==> src/rtl/tmr_pkg.sv <==
package tmr_pkg;
  localparam int CNT_W  = 16;
  localparam int CTL_W  = 8;
  localparam int DIV_W  = 12;
  localparam int NREG   = 4;
  localparam int ADDR_W = 3;

  localparam int ADDR_CTL = 0;
  localparam int ADDR_CNT = 1;
  localparam int ADDR_GR0 = 2;

  // clear-source codes, control bits [7:5]
  localparam logic [2:0] CLR_A = 3'b001;
  localparam logic [2:0] CLR_B = 3'b010;
  localparam logic [2:0] CLR_C = 3'b101;
  localparam logic [2:0] CLR_D = 3'b110;
  localparam logic [1:0] CLR_SYNC_LO = 2'b11;
endpackage

==> src/rtl/tmr_prescale.sv <==
module tmr_prescale #(
  parameter int DIV_W = tmr_pkg::DIV_W
) (
  input  logic       clk,
  input  logic       rst_n,
  input  logic [2:0] psel,
  input  logic       ext_tick,
  output logic       tick
);
  localparam int NTAP = DIV_W / 2 + 1;

  logic [DIV_W-1:0] div_q, div_d;
  logic [NTAP-1:0]  tap;

  always_comb div_d = div_q + 1'b1;

  always_ff @(posedge clk or negedge rst_n) begin
    if (!rst_n) div_q <= '0;
    else        div_q <= div_d;
  end

  assign tap[0] = 1'b1;
  generate
    for (genvar k = 1; k < NTAP; k++) begin : g_tap
      assign tap[k] = &div_q[2*k-1:0];
    end
  endgenerate

  always_comb begin
    case (psel)
      3'd0:    tick = tap[0];
      3'd1:    tick = tap[1];
      3'd2:    tick = tap[2];
      3'd3:    tick = tap[3];
      3'd4:    tick = ext_tick;
      3'd5:    tick = tap[5];
      3'd6:    tick = tap[4];
      default: tick = tap[6];
    endcase
  end


  div4_gap_chk: assert property (@(posedge clk) disable iff (!rst_n)
    (psel == 3'd1 && tick) |=> (psel != 3'd1 || !tick));
endmodule

==> src/rtl/tmr_extedge.sv <==
module tmr_extedge (
  input  logic       clk,
  input  logic       rst_n,
  input  logic       pin,
  input  logic [1:0] edge_sel,
  output logic       pulse
);
  logic s1_q, s2_q, hist_q;
  logic rise, fall;

  always_ff @(posedge clk or negedge rst_n) begin
    if (!rst_n) begin
      s1_q   <= 1'b0;
      s2_q   <= 1'b0;
      hist_q <= 1'b0;
    end else begin
      s1_q   <= pin;
      s2_q   <= s1_q;
      hist_q <= s2_q;
    end
  end

  always_comb begin
    rise = s2_q & ~hist_q;
    fall = ~s2_q & hist_q;
    if (edge_sel[1])      pulse = rise | fall;
    else if (edge_sel[0]) pulse = fall;
    else                  pulse = rise;
  end


  rise_gap_chk: assert property (@(posedge clk) disable iff (!rst_n)
    (edge_sel == 2'b00 && pulse) |=> (edge_sel != 2'b00 || !pulse));
endmodule

==> src/rtl/tmr_cmpclr.sv <==
module tmr_cmpclr #(
  parameter int CNT_W = tmr_pkg::CNT_W,
  parameter int NREG  = tmr_pkg::NREG
) (
  input  logic [CNT_W-1:0]           cnt,
  input  logic [NREG-1:0][CNT_W-1:0] gr,
  input  logic                       cnt_en,
  input  logic [2:0]                 clr_sel,
  input  logic                       buf_c,
  input  logic                       buf_d,
  output logic [NREG-1:0]            hit,
  output logic                       clr_hit
);
  import tmr_pkg::*;

  logic [NREG-1:0] bmask;
  assign bmask = {buf_d, buf_c, {(NREG-2){1'b0}}};

  generate
    for (genvar i = 0; i < NREG; i++) begin : g_cmp
      assign hit[i] = cnt_en & (cnt == gr[i]) & ~bmask[i];
    end
  endgenerate

  always_comb begin
    case (clr_sel)
      CLR_A:   clr_hit = hit[0];
      CLR_B:   clr_hit = hit[1];
      CLR_C:   clr_hit = hit[2];
      CLR_D:   clr_hit = hit[3];
      default: clr_hit = 1'b0;
    endcase
  end
endmodule

==> src/rtl/tmr_chan.sv <==
module tmr_chan #(
  parameter int CNT_W  = tmr_pkg::CNT_W,
  parameter int CTL_W  = tmr_pkg::CTL_W,
  parameter int DIV_W  = tmr_pkg::DIV_W,
  parameter int NREG   = tmr_pkg::NREG,
  parameter int ADDR_W = tmr_pkg::ADDR_W
) (
  input  logic              clk,
  input  logic              rst_n,
  input  logic              wr_en,
  input  logic [ADDR_W-1:0] wr_addr,
  input  logic [CNT_W-1:0]  wr_data,
  input  logic              buf_c,
  input  logic              buf_d,
  input  logic              sync_en,
  input  logic              sync_clr_in,
  input  logic              ext_clk,
  output logic [CNT_W-1:0]  cnt,
  output logic [NREG-1:0]   match,
  output logic              ovf,
  output logic              sync_clr_out
);
  import tmr_pkg::*;

  logic [CTL_W-1:0]           ctl_q, ctl_d;
  logic [NREG-1:0][CNT_W-1:0] gr_q, gr_d;
  logic [CNT_W-1:0]           cnt_q, cnt_d;
  logic [NREG-1:0]            match_q, match_d;
  logic                       ovf_q, ovf_d, sclr_q, sclr_d;
  logic                       ext_tick, cnt_en, clr_hit, cnt_wr, sync_take;
  logic [NREG-1:0]            hit;
  logic [2:0]                 clr_sel;
  logic [1:0]                 edge_sel;
  logic [2:0]                 psel;

  assign clr_sel  = ctl_q[7:5];
  assign edge_sel = ctl_q[4:3];
  assign psel     = ctl_q[2:0];

  tmr_extedge u_edge (
    .clk(clk), .rst_n(rst_n), .pin(ext_clk), .edge_sel(edge_sel), .pulse(ext_tick)
  );

  tmr_prescale #(.DIV_W(DIV_W)) u_psc (
    .clk(clk), .rst_n(rst_n), .psel(psel), .ext_tick(ext_tick), .tick(cnt_en)
  );

  tmr_cmpclr #(.CNT_W(CNT_W), .NREG(NREG)) u_cmp (
    .cnt(cnt_q), .gr(gr_q), .cnt_en(cnt_en), .clr_sel(clr_sel),
    .buf_c(buf_c), .buf_d(buf_d), .hit(hit), .clr_hit(clr_hit)
  );

  always_comb begin
    ctl_d     = ctl_q;
    gr_d      = gr_q;
    cnt_wr    = wr_en && (int'(wr_addr) == ADDR_CNT);
    sync_take = sync_en && (clr_sel[1:0] == CLR_SYNC_LO) && sync_clr_in;
    if (wr_en && int'(wr_addr) == ADDR_CTL) ctl_d = wr_data[CTL_W-1:0];
    for (int i = 0; i < NREG; i++) begin
      if (wr_en && int'(wr_addr) == ADDR_GR0 + i) gr_d[i] = wr_data;
    end
    if (cnt_wr)         cnt_d = wr_data;
    else if (sync_take) cnt_d = '0;
    else if (cnt_en)    cnt_d = clr_hit ? '0 : cnt_q + 1'b1;
    else                cnt_d = cnt_q;
    ovf_d   = cnt_en & ~cnt_wr & ~sync_take & ~clr_hit & (&cnt_q);
    match_d = hit;
    sclr_d  = clr_hit & ~cnt_wr;
  end

  always_ff @(posedge clk or negedge rst_n) begin
    if (!rst_n) begin
      ctl_q   <= '0;
      gr_q    <= '0;
      cnt_q   <= '0;
      match_q <= '0;
      ovf_q   <= 1'b0;
      sclr_q  <= 1'b0;
    end else begin
      ctl_q   <= ctl_d;
      gr_q    <= gr_d;
      cnt_q   <= cnt_d;
      match_q <= match_d;
      ovf_q   <= ovf_d;
      sclr_q  <= sclr_d;
    end
  end

  assign cnt          = cnt_q;
  assign match        = match_q;
  assign ovf          = ovf_q;
  assign sync_clr_out = sclr_q;


  hold_chk: assert property (@(posedge clk) disable iff (!rst_n)
    (!cnt_wr && !sync_take && !cnt_en) |=> $stable(cnt_q));

  ovf_wrap_chk: assert property (@(posedge clk) disable iff (!rst_n)
    ovf_q |-> (cnt_q == '0));

  sclr_zero_chk: assert property (@(posedge clk) disable iff (!rst_n)
    sclr_q |-> (cnt_q == '0));

  bufc_quiet_chk: assert property (@(posedge clk) disable iff (!rst_n)
    buf_c |=> !match_q[2]);
endmodule

==> config.mk <==
export PLATFORM = sky130hd
export DESIGN_NAME = tmr_chan
export DESIGN_NICKNAME = d
export VERILOG_FILES = /design/src/rtl/tmr_pkg.sv /design/src/rtl/tmr_prescale.sv /design/src/rtl/tmr_extedge.sv /design/src/rtl/tmr_cmpclr.sv /design/src/rtl/tmr_chan.sv
export SDC_FILE = /design/constraint.sdc
export NUM_CORES = 1
export LEC_CHECK = 0
export BUFFER_PORTS_ARGS = -buffer_cell sky130_fd_sc_hd__clkbuf_2
export CORE_MARGIN = 3
export CORE_UTILIZATION = 60
export CTS_BUF_LIST = sky130_fd_sc_hd__clkbuf_8
export CTS_CLUSTER_SIZE = 30
export DETAILED_ROUTE_END_ITERATION = 10
export HOLD_SLACK_MARGIN = 0.15
export PLACE_DENSITY = 0.8
export SYNTH_ARGS = -nofsm -noshare
export SYNTH_HDL_FRONTEND = slang
export SYNTH_SLANG_ARGS = --single-unit
==> constraint.sdc <==
create_clock -name clk -period 7.1 [get_ports clk]
set_clock_uncertainty 0.15 [all_clocks]
set_input_delay 0.71 -clock clk [delete_from_list [all_inputs] [get_ports clk]]
set_output_delay 0.71 -clock clk [all_outputs]
set_load 0.01 [all_outputs]
==> results of run 1 <==
[final timing paths]
check                            start     endpoint  cells past startpoint
max in group asynchronous        rst_n       cnt[9]                      3
setup / recovery           u_edge.s2_q       cnt[9]                      9
hold / removal             u_edge.s1_q  u_edge.s2_q                      0
hold reg to reg            u_edge.s1_q  u_edge.s2_q                      0
min in group asynchronous        rst_n     gr_q[27]                      2
setup reg to reg           u_edge.s2_q       cnt[9]                      9
[state kept, by name, summed over array words and instances, names as in the netlist]
signal and count:
match 4, cnt 16, u_edge.hist_q 1, gr_q 64
sync_clr_out 1, u_edge.s1_q 1, ctl_q 8, u_edge.s2_q 1
ovf 1, u_psc.div_q 12
[logic make-up (layout without fill, tap and decap cells)]
group | count (synthesis) | after routing | synth area share [%]
flops | 109 | 109 | 49.2
fa+ha+maj | 4 | 4 | 0.903
buf+inv | 39 | 78 | 3.12
xor+xnor | 74 | 74 | 11.7
simple gates | 126 | 126 | 12.5
compound gates | 58 | 58 | 7.43
mux | 74 | 74 | 15.1
[report_power, final]
part / switching, mW / total, mW / internal (mW) / leakage [nW]
Clock: 0.229 / 0.401 / 0.172 / 0.109
Combinational: 0.312 / 0.579 / 0.267 / 1.19
Sequential: 0.179 / 0.920 / 0.741 / 1.32
Total: 0.720 / 1.90 / 1.18 / 2.62
[layer usage]
metal / vias to the layer above / global-route usage, %
met4: 0 / 9.69
met3: 21 / 4.91
met1: 2059 / 38.7
met2: 170 / 46.8
met5: - / 0
li1: 1808 / -
[what timing repair did]
item	4_1_cts	5_1_grt
endpoints found under the setup margin	0	0
hold buffers	1	0
endpoints found under the hold margin	32	0
[stage by stage]
| step | utilization, % | hold WS [ns] | area [sq um] |
|---|---|---|---|
| global placement | 66.1 | 0.207 | 5850 |
| global route | 68.7 | 0.247 | 6080 |
| detailed placement | 66.1 | 0.211 | 5850 |
| finish | 68.7 | 0.238 | 6080 |
| floorplan | - | 0.181 | 5540 |
| CTS | 68.7 | 0.238 | 6080 |
[layout make-up]
type	instances	area [sq um]
repair buffers	55	298
clock buffers	9	124
fillers	687	2770
multi-input cells	336	2680
well taps	108	135
clock inverters	7	92.6
flip-flops and latches	109	2730
inverters	7	26.3
[placed cells by master (no fill, tap or decap), drive strengths merged, types with 2 or more instances in the layout]
cell type and n:
nand2 33, nor4bb 2, clkinv 4, xor2 42, o21ai 9, a211oi 4
nor2 7, a22oi 4, mux2 74, dfrtp 109, a21o 2, a32oi 5
ha 4, o31ai 2, buf 7, nand4b 2, a221oi 7, and3 10
nor3 11, nand3 14, nand2b 3, xnor2 32, nor4 21, inv 9
nand4 12, clkbuf 56, a22o 2, or2 5, nor4b 2, a21oi 12
==> impl_summary.log, run 1 <==
[metrics] status: completed
[metrics] number of different library cells in the post-synthesis netlist: 50
[metrics] Final Critical Period: 2.99 ns
[metrics] DR iter-0 viols: 369
[metrics] category of the worst setup path launch point: register
[metrics] count of flip-flops with a built-in enable after synthesis: 0
[metrics] Hold/Removal Path Class: register to register
[metrics] number of sinks on the clock net: 109
[metrics] number of synthesis warnings: 0
[metrics] # setup viols final: 0
[metrics] die outline width: 102 microns
[metrics] pre-CTS worst setup slack: 4.17 ns
[metrics] port bufs: 48
[metrics] die height: 102 microns
[metrics] count of non-filler cells in the finished layout: 631
[metrics] Total Routed Length: 13900 microns
[metrics] remaining global-route overflow: 0
[metrics] number of optimization iterations in the first detailed-route pass: 5
[metrics] Max Slew Vio Count: 0
[metrics] fin worst setup slack: 4.11 ns
[metrics] count of vias placed by the detailed router: 4058
[metrics] buffer cell driving the clock tree root: clkbuf_8
[metrics] setup repair after global routing missed its margin: false
[metrics] required time at the endpoint of the critical path: 7.18 ns
[metrics] synthesized area per cell: 11.4 sq um
[metrics] proportion of synthesized flip-flops having asynchronous set or reset: 100%
[metrics] estimated wirelength of the detail-placed design: 9910 microns
[metrics] Power Density: 313 nW/um^2
[metrics] final net count: 549
[metrics] largest net degree at the start of global routing: 78
[metrics] met1 WL: 5820 microns
[metrics] CP top delay family: compound AO/OA/AOI/OAI gates
[metrics] worst skew pair latency: 0.37 ns
[metrics] I/O Pins: 49
[metrics] global-route wire length before repair: 22500 microns
[metrics] met2 wire length: 6700 microns
[metrics] total standard cell area after synthesis: 5540 sq um
[metrics] total of max-cap violations: 0
[metrics] Clock Path Buffers: 2
[metrics] Resize count post-CTS: 0
[metrics] length of routed met3 wiring: 980 microns
[metrics] largest fanout on the critical path: 27
[metrics] top-count cell post-synth: dfrtp_1
[metrics] CTS tree: yes
[metrics] area of the die: 10400 sq um
[metrics] Leak Pwr: 2.62 nW
[metrics] top_reg_cell synth: dfrtp_1
[metrics] remaining number of nets flagged by the antenna check after routing: 0
[metrics] series of cell instances along the critical path: inv_1 -> ha_1 -> mux2_2 -> o211ai_1 -> o31a_1 -> a22o_1 -> nand2_1 -> a21oi_1 -> a211oi_1
[metrics] highest routing layer actually used: met4
[metrics] worst path buffer plus inverter count: 1
[metrics] category of the critical setup timing path: register to register
[metrics] number of antenna violations at the first check in global routing: 0
[metrics] Tot Pwr: 1.90 mW
[metrics] Rel. slew slack: 17.2%
[metrics] count of standard-cell rows: 34
[metrics] endpoint arrival time on the critical path: 3.08 ns
[metrics] Avg WL per Cell: 22.0 microns
[metrics] top area cells in the synthesized netlist: dfrtp_1 49%, mux2_2 15%, xor2_1 6.6%
[metrics] nets in the synthesized netlist: 515
[metrics] Vias per Instance: 6.43
[metrics] flip-flop and latch count after synthesis: 109
[metrics] slowest cell on the critical path: a22o_1
[metrics] most used standard cells in the synthesized netlist: 109 x dfrtp_1, 73 x mux2_2, 42 x xor2_1
[metrics] Setup Buffers After CTS: 0
[metrics] via count of the first global-routing pass: 4087
[metrics] floorplan core area: 8850 sq um
[metrics] proportion of layout cells with a drive suffix above 1: 29.4%
[metrics] library cell occupying the most area in the post-synthesis netlist: dfrtp_1
[metrics] transition time of the tightest slew-check pin: 1.24 ns
[metrics] proportion of synthesized chip area in sequential cells: 49.2%
[metrics] routability congestion estimate from global placement: 0.885
[metrics] clock buffers created by TritonCTS: 9
[metrics] layout overhead on the synthesized area: 9.71%
[metrics] antenna diode count: 0
[metrics] synthesized instance count: 484
[metrics] clock transition at the registers of the reported paths: 0.11 ns
[metrics] largest incremental delay on the critical path: 0.78 ns
[metrics] number of hold violations in the final report: 0
[metrics] H-tree Lvls: 3
[metrics] endpoint class of the critical path: register
[metrics] setup slack of the most critical reg-to-reg path: 4.11 ns
[metrics] maximum clock rate: 334 MHz
[metrics] worst IR drop on VDD: 0.147 mV
[metrics] Setup Total Neg Slack: 0 ns
[metrics] combined global-route utilization of all metal layers: 28.5%
[metrics] portion of the clock cycle consumed by the worst path in the final layout: 42.1%
[metrics] count of unresolved DRC violations after routing: 0
[metrics] placed insts: 614
[metrics] Yosys top cell area share: 49.2%
[metrics] initial core utilization: 62.6%
No activity file was read; power rests on OpenSTA's default activity.
==> run 2: changes to the inputs <==
- ABC_AREA: not set -> 1
- CORE_UTILIZATION: 60 -> 56
- PLACE_DENSITY: 0.8 -> 0.78
- clock period: 7.1 -> 2.65 ns (I/O delays scaled with it)
==> run 2 against run 1 <==
Net effect: total power grew to 3.0 times the previous value; area after synthesis up 6.4%; first-iteration DRC count grew 49%; critical endpoint is now cnt[15]; largest power group unchanged; cell count is 52% higher; highest routed layer unchanged; clock power grew 140%; flip-flop and latch count stayed put; setup slack worse by 3.8 ns.
==> impl_summary.log, run 2 <==
[metrics] Yosys top cell area share: 46.3% (-3.0 points)
[metrics] worst skew pair latency: 0.38 ns (about the same)
[metrics] FF-to-FF path depth: 13 (+4)
[metrics] top-count cell post-synth: nand2_1
[metrics] nets in the synthesized netlist: 795 (+54%)
[metrics] status: completed
[metrics] category of the critical setup timing path: register to register
[metrics] estimated wirelength of the detail-placed design: 10800 microns (+8.5%)
[metrics] worst hold path startpoint: wr_data[3]
[metrics] I/O Pins: 49 (unchanged)
[metrics] total standard cell area after synthesis: 5890 sq um (+6.4%)
[metrics] most used standard cells in the synthesized netlist: 201 x nand2_1, 109 x dfrtp_1, 96 x inv_1
[metrics] hold depth: 3 (+3)
[metrics] CP top delay family: simple AND/OR/NAND/NOR gates
[metrics] largest fanout on the critical path: 10 (-63%)
[metrics] proportion of synthesized flip-flops having asynchronous set or reset: 100% (unchanged)
[metrics] antenna diode count: 0 (unchanged)
[metrics] proportion of synthesized chip area in sequential cells: 46.3% (-3.0 points)
[metrics] number of synthesis warnings: 0 (unchanged)
[metrics] Core Util, Final: 66.4% (-2.3 points)
[metrics] total of max-cap violations: 0 (unchanged)
[metrics] # setup viols final: 0 (unchanged)
[metrics] pre-CTS worst setup slack: 0.225 ns (-3.95 ns)
[metrics] endpoint class of the critical path: register
[metrics] remaining number of nets flagged by the antenna check after routing: 0 (unchanged)
[metrics] Cell Area, Placed: 6250 sq um (+6.9%)
[metrics] most used cells in the layout excluding fill and tap cells: 201 x nand2_1, 109 x dfrtp_1, 98 x inv_1, 94 x o21ai_0, 71 x nor2_1
[metrics] slowest cell on the critical path: dfrtp_1
[metrics] Final Critical Period: 2.33 ns (-0.666 ns)
[metrics] final net count: 854 (+56%)
[metrics] Max Slew Vio Count: 0 (unchanged)
[metrics] endpoint arrival time on the critical path: 2.47 ns (-0.61 ns)
[metrics] top area cells in the synthesized netlist: dfrtp_1 46%, nand2_1 13%, o21ai_0 8.0%
[metrics] fin worst setup slack: 0.324 ns (-3.78 ns)
[metrics] Clock Path Buffers: 2 (unchanged)
[metrics] synthesized instance count: 764 (+58%)
[metrics] Fillers: 866 (+26%)
[metrics] Hold/Removal Path Class: primary input to register
[metrics] port bufs: 48 (unchanged)
[metrics] die outline width: 109 microns (+6.4%)
[metrics] clock buffers created by TritonCTS: 9 (unchanged)
[metrics] floorplan core area: 10000 sq um (+13%)
[metrics] Top reg by flops: gr_q
[metrics] top_reg_cell synth: dfrtp_1
[metrics] placed insts: 925 (+51%)
[metrics] number of hold violations in the final report: 0 (unchanged)
[metrics] combined global-route utilization of all metal layers: 27.8% (-0.69 points)
[metrics] flip-flop count of the largest register, all copies and words added: 64 (unchanged)
[metrics] number of antenna violations at the first check in global routing: 0 (unchanged)
[metrics] Total Routed Length: 15300 microns (+10%)
[metrics] worst IR drop on VDD: 0.489 mV (+230%)
[metrics] Vias per Instance: 5.42 (-16%)
[metrics] remaining global-route overflow: 0 (unchanged)
[metrics] series of cell instances along the critical path: ha_1 -> nand3_2 -> nor2_2 -> nand2_2 -> nor2_2 -> nor2_4 -> nand3_4 -> nand3_1 -> nand2_2 -> nor2_4 -> buf_12 -> nand2_1 -> a21oi_1
[metrics] layout overhead on the synthesized area: 12.6%
[metrics] worst path buffer plus inverter count: 1 (unchanged)
[metrics] Avg WL per Cell: 15.9 microns (-28%)
[metrics] area of the die: 11800 sq um (+13%)
[metrics] Power Density: 854 nW/um^2 (+170%)
[metrics] clock transition at the registers of the reported paths: 0.10 ns (about the same)
[metrics] routability congestion estimate from global placement: 0.985 (+11%)
[metrics] initial core utilization: 58.9% (-3.7 points)
[metrics] portion of the clock cycle consumed by the worst path in the final layout: 87.8% (+46 points)
[metrics] Reg2Reg Capture Point: cnt[15]
[metrics] via count of the first global-routing pass: 4993 (+22%)
[metrics] DR iter-0 viols: 549 (+49%)
[metrics] Setup Buffers After CTS: 0 (unchanged)
[metrics] largest incremental delay on the critical path: 0.42 ns (-0.36 ns)
[metrics] maximum clock rate: 430 MHz (+29%)
[metrics] count of non-filler cells in the finished layout: 961 (+52%)
[metrics] CTS tree: yes
[metrics] Rel. slew slack: 64.6% (+47 points)
[metrics] setup slack of the most critical reg-to-reg path: 0.32 ns (-3.78 ns)
[metrics] count of flip-flops with a built-in enable after synthesis: 0 (unchanged)
[metrics] H-tree Lvls: 3 (unchanged)
[metrics] count of standard-cell rows: 36 (+5.9%)
[metrics] flip-flop and latch count after synthesis: 109 (unchanged)
[metrics] count of vias placed by the detailed router: 5210 (+28%)
[metrics] number of different library cells in the post-synthesis netlist: 31 (-38%)
[metrics] proportion of layout cells with a drive suffix above 1: 14.0% (-15 points)
[metrics] category of the worst setup path launch point: register
[metrics] die height: 109 microns (+6.4%)
[metrics] worst flop-to-flop path startpoint: u_psc.div_q[0]
[metrics] synthesized area per cell: 7.72 sq um (-33%)
[metrics] Leak Pwr: 3.44 nW (+32%)
[metrics] buffer cell driving the clock tree root: clkbuf_8
[metrics] hold endpoint: ctl_q[3]
[metrics] global-route wire length before repair: 25300 microns (+12%)
[metrics] library cell occupying the most area in the post-synthesis netlist: dfrtp_1
[metrics] largest net degree at the start of global routing: 49 (-37%)
[metrics] area of all placed cells without fillers: 6640 sq um (+9.2%)
[metrics] count of unresolved DRC violations after routing: 0 (unchanged)
[metrics] most frequent standard cell in the layout excluding fill and tap cells: nand2_1
[metrics] transition time of the tightest slew-check pin: 0.530 ns (-0.710 ns)
[metrics] required time at the endpoint of the critical path: 2.80 ns (-4.38 ns)
[metrics] setup repair after global routing missed its margin: false
[metrics] number of sinks on the clock net: 109 (unchanged)
[metrics] number of optimization iterations in the first detailed-route pass: 7 (+2)
[metrics] Setup Total Neg Slack: 0 ns (unchanged)
run 2: changes by cell type in the layout (fill, tap and decap cells not counted), sizes merged, moves of 7 or more:
cell         before  now
and3             10    0
dlygate4sd3       1   20
xor2             42   13
mux2             74    0
inv               9  105
a21oi            12   26
a221oi            7    0
nand2            33  217
nor2              7   77
buf               7   14
o21ai             9   95
nor4             21    4
run 2: what timing repair did:
action                                  in CTS  in global routing
endpoints found under the hold margin      137                  0
endpoints found under the setup margin       0                 16
resized for setup                            0                  1
hold buffers                                20                  0
run 2: final cells by class:
type / instances / area [sq um] / area share, %
Clock inverter: 6 / 38.8 / 0.584
Inverter: 101 / 379 / 5.71
Sequential cell: 109 / 2730 / 41.1
Clock buffer: 10 / 138 / 2.07
Timing Repair Buffer: 81 / 566 / 8.52
Tap cell: 133 / 166 / 2.51
Multi-Input combinational cell: 521 / 2620 / 39.5
run 2: through the flow:
stage,power [mW],hold slack [ns]
finish,5.67,0.174
global route,6.09,0.195
detailed placement,4.67,0.0695
CTS,5.65,0.152
global placement,4.58,0.0704
floorplan,4.04,-0.181
run 2: how the worst max path moves through the flow:
stage / start / end / slack (ns) / cells after the start
CTS: u_psc.div_q[0] / cnt[2] / 0.16 / 10
global placement: u_psc.div_q[0] / cnt[11] / 0.41 / 12
finish: u_psc.div_q[0] / cnt[15] / 0.32 / 13
global route: u_psc.div_q[0] / cnt[3] / 0.13 / 10
detailed placement: u_psc.div_q[0] / cnt[9] / 0.22 / 10
floorplan: u_psc.div_q[0] / cnt[6] / 0.66 / 13
run 2: metal layers:
layer  track usage [%]  share of wire, %  vias up
li1                  -                 -     2496
met1              39.8                44     2491
met2              44.7                46      203
met3              3.64               8.2       20
met4              8.03               1.7        0
met5                 0                 0        -
run 2: worst register-to-register path, delay by kind of cell, from the launching register on:
family / cells / cell delay [ns]
flops: 1 / 0.42
fa+ha+maj: 1 / 0.25
simple gates: 10 / 1.12
buf+inv: 1 / 0.19
compound gates: 1 / 0.12
run 2: logic make-up after synthesis:
| logic type | share of synthesized area (%) |
|---|---|
| flip-flops | 46.3 |
| AO/OA/AOI/OAI | 11.4 |
| XOR/XNOR | 7.28 |
| adder cells (fa/ha/maj) | 0.849 |
| AND/OR/NAND/NOR | 24.9 |
| buffers and inverters | 9.34 |
run 2: report_power, final:
part / switching [mW] / internal (mW)
Combinational: 1.32 / 0.919
Clock: 0.579 / 0.369
Sequential: 0.504 / 1.98
==> run 3: changes to the inputs <==
- CELL_PAD_IN_SITES_DETAIL_PLACEMENT: not set -> 1
- CELL_PAD_IN_SITES_GLOBAL_PLACEMENT: not set -> 1
- CORE_UTILIZATION: 56 -> 42
- PLACE_DENSITY: 0.78 -> not set
- PLACE_DENSITY_LB_ADDON: not set -> 0.1
==> run 3 against run 2 <==
Net effect: global-route usage down 4.3 points; via count down 2.4%; cell area up 1.2%; cell count up 4.5%; combinational power about the same; worst hold slack better by 0.022 ns; critical path type unchanged; critical endpoint is now cnt[8]; largest power group unchanged; highest routed layer unchanged.
==> impl_summary.log, run 3 (synthesis results as in run 2) <==
[metrics] Tot Pwr: 5.77 mW (+1.8%)
[metrics] pre-CTS worst setup slack: 0.317 ns (+0.0919 ns)
[metrics] setup repair after global routing missed its margin: false
[metrics] Avg WL per Cell: 17.3 microns (+8.9%)
[metrics] antenna diode count: 0 (unchanged)
[metrics] FF-to-FF path depth: 11 (-2)
[metrics] CTS tree: yes
[metrics] Final Critical Period: 2.37 ns (+0.0424 ns)
[metrics] count of vias placed by the detailed router: 5084 (-2.4%)
[metrics] Total Routed Length: 17400 microns (+14%)
[metrics] Cell Area, Placed: 6320 sq um (+1.1%)
[metrics] flip-flop count of the largest register, all copies and words added: 64 (unchanged)
[metrics] proportion of layout cells with a drive suffix above 1: 14.0% (unchanged)
[metrics] required time at the endpoint of the critical path: 2.78 ns (-0.02 ns)
[metrics] worst skew pair latency: 0.39 ns (about the same)
[metrics] most frequent standard cell in the layout excluding fill and tap cells: nand2_1
[metrics] number of optimization iterations in the first detailed-route pass: 4 (-3)
[metrics] Resize count post-CTS: 0 (unchanged)
[metrics] # setup viols final: 0 (unchanged)
[metrics] Leak Pwr: 3.45 nW (+0.18%)
[metrics] Clock Path Buffers: 2 (unchanged)
[metrics] clock buffers created by TritonCTS: 9 (unchanged)
[metrics] Hold/Removal Path Class: primary input to register
[metrics] H-tree Lvls: 3 (unchanged)
[metrics] transition time of the tightest slew-check pin: 0.589 ns (+0.0582 ns)
[metrics] DR iter-0 viols: 315 (-43%)
[metrics] worst IR drop on VDD: 0.453 mV (-7.3%)
[metrics] number of sinks on the clock net: 109 (unchanged)
[metrics] maximum clock rate: 422 MHz (-1.8%)
[metrics] largest net degree at the start of global routing: 53 (+8.2%)
[metrics] routability congestion estimate from global placement: 0.820 (-17%)
[metrics] combined global-route utilization of all metal layers: 23.5% (-4.3 points)
[metrics] die outline width: 124 microns (+15%)
[metrics] clock transition at the registers of the reported paths: 0.10 ns (about the same)
[metrics] hold depth: 4 (+1)
[metrics] combined area of the multi-input logic cells: 2620 sq um (-0.19%)
[metrics] count of unresolved DRC violations after routing: 0 (unchanged)
[metrics] number of antenna violations at the first check in global routing: 0 (unchanged)
[metrics] via count of the first global-routing pass: 5335 (+6.8%)
[metrics] number of hold violations in the final report: 0 (unchanged)
[metrics] estimated wirelength of the detail-placed design: 12900 microns (+20%)
[metrics] most used cells in the layout excluding fill and tap cells: 201 x nand2_1, 109 x dfrtp_1, 98 x inv_1, 94 x o21ai_0, 71 x nor2_1
[metrics] floorplan core area: 13500 sq um (+35%)
[metrics] final net count: 854 (unchanged)
[metrics] Fillers: 1709 (+97%)
[metrics] Top reg by flops: gr_q
[metrics] total of max-cap violations: 0 (unchanged)
[metrics] Max Slew Vio Count: 0 (unchanged)
[metrics] buffer cell driving the clock tree root: clkbuf_8
[metrics] I/O Pins: 49 (unchanged)
[metrics] Vias per Instance: 5.06 (-6.6%)
[metrics] area of all placed cells without fillers: 6710 sq um (+1.2%)
[metrics] category of the worst setup path launch point: register
[metrics] portion of the clock cycle consumed by the worst path in the final layout: 89.4% (+1.6 points)
[metrics] largest fanout on the critical path: 18 (+8)
[metrics] Rel. slew slack: 60.7% (-4.0 points)
[metrics] fin worst setup slack: 0.282 ns (-0.0424 ns)
[metrics] status: completed
[metrics] layout overhead on the synthesized area: 13.9%
[metrics] initial core utilization: 43.6% (-15 points)
[metrics] endpoint arrival time on the critical path: 2.50 ns (+0.03 ns)
[metrics] sequential cell area: 2730 sq um (unchanged)
[metrics] port bufs: 48 (unchanged)
[metrics] Power Density: 860 nW/um^2 (+0.61%)
[metrics] endpoint class of the critical path: register
[metrics] count of standard-cell rows: 42 (+17%)
[metrics] area of the die: 15500 sq um (+31%)
[metrics] die height: 124 microns (+15%)
[metrics] remaining global-route overflow: 0 (unchanged)
[metrics] remaining number of nets flagged by the antenna check after routing: 0 (unchanged)
[metrics] global-route wire length before repair: 29100 microns (+15%)
[metrics] Setup Total Neg Slack: 0 ns (unchanged)
[metrics] category of the critical setup timing path: register to register
[metrics] Core Util, Final: 49.7% (-17 points)
[run 3: cell types whose count changed in the layout (fill, tap and decap cells not counted), sizes merged]
cell,delta
bufinv,+1
clkinvlp,+1
inv,-2
[run 3: critical path, cell delays in order, from the launching register on]
cell	delay, ns
dfrtp_1	0.38
ha_1	0.23
nand3_2	0.15
nor3_1	0.32
nand2_1	0.16
nand3_4	0.15
inv_2	0.06
nand2_2	0.25
buf_12	0.19
o21ai_0	0.09
inv_1	0.07
a21oi_2	0.05
[run 3: report_power, final]
part | switching [mW] | leakage (nW) | internal, mW | total (mW)
Clock | 0.578 | 0.105 | 0.454 | 1.03
Sequential | 0.525 | 1.35 | 1.98 | 2.50
Combinational | 1.31 | 1.99 | 0.923 | 2.23
[run 3: path summary, 6_finish.rpt]
check                               start           end  slack, ns
max in group asynchronous           rst_n      gr_q[63]       1.38
setup reg to reg           u_psc.div_q[0]        cnt[8]       0.28
min in group asynchronous           rst_n      gr_q[36]       0.26
hold / removal                 wr_addr[2]  sync_clr_out       0.20
hold reg to reg               u_edge.s1_q   u_edge.s2_q       0.22
setup / recovery           u_psc.div_q[0]        cnt[8]       0.28
[run 3: routing by layer]
metal	track usage, %	up-vias	share of wire, %
met3	4.20	8	4.2
met5	0	-	0
met2	37.5	79	47
met1	33.9	2506	48
li1	-	2491	-
met4	4.64	0	1.2
[run 3: layout make-up]
type	count	area share, %
Inverter	101	5.65
Tap cell	176	3.28
Clock inverter	6	0.820
Clock buffer	10	2.05
Multi-Input combinational cell	521	39.0
Sequential cell	109	40.6
Timing Repair Buffer	81	8.61
[run 3: timing repair]
action / in CTS / in global routing
hold buffers: 20 / 0
buffers inserted: 0 / 0
hold endpoints to repair: 111 / 0
[run 3: through the flow]
step                hold slack [ns]  instances
floorplan                    -0.181        764
global placement              0.139        968
detailed placement            0.158        968
CTS                           0.182       1004
global route                  0.191       1004
finish                        0.197       1004
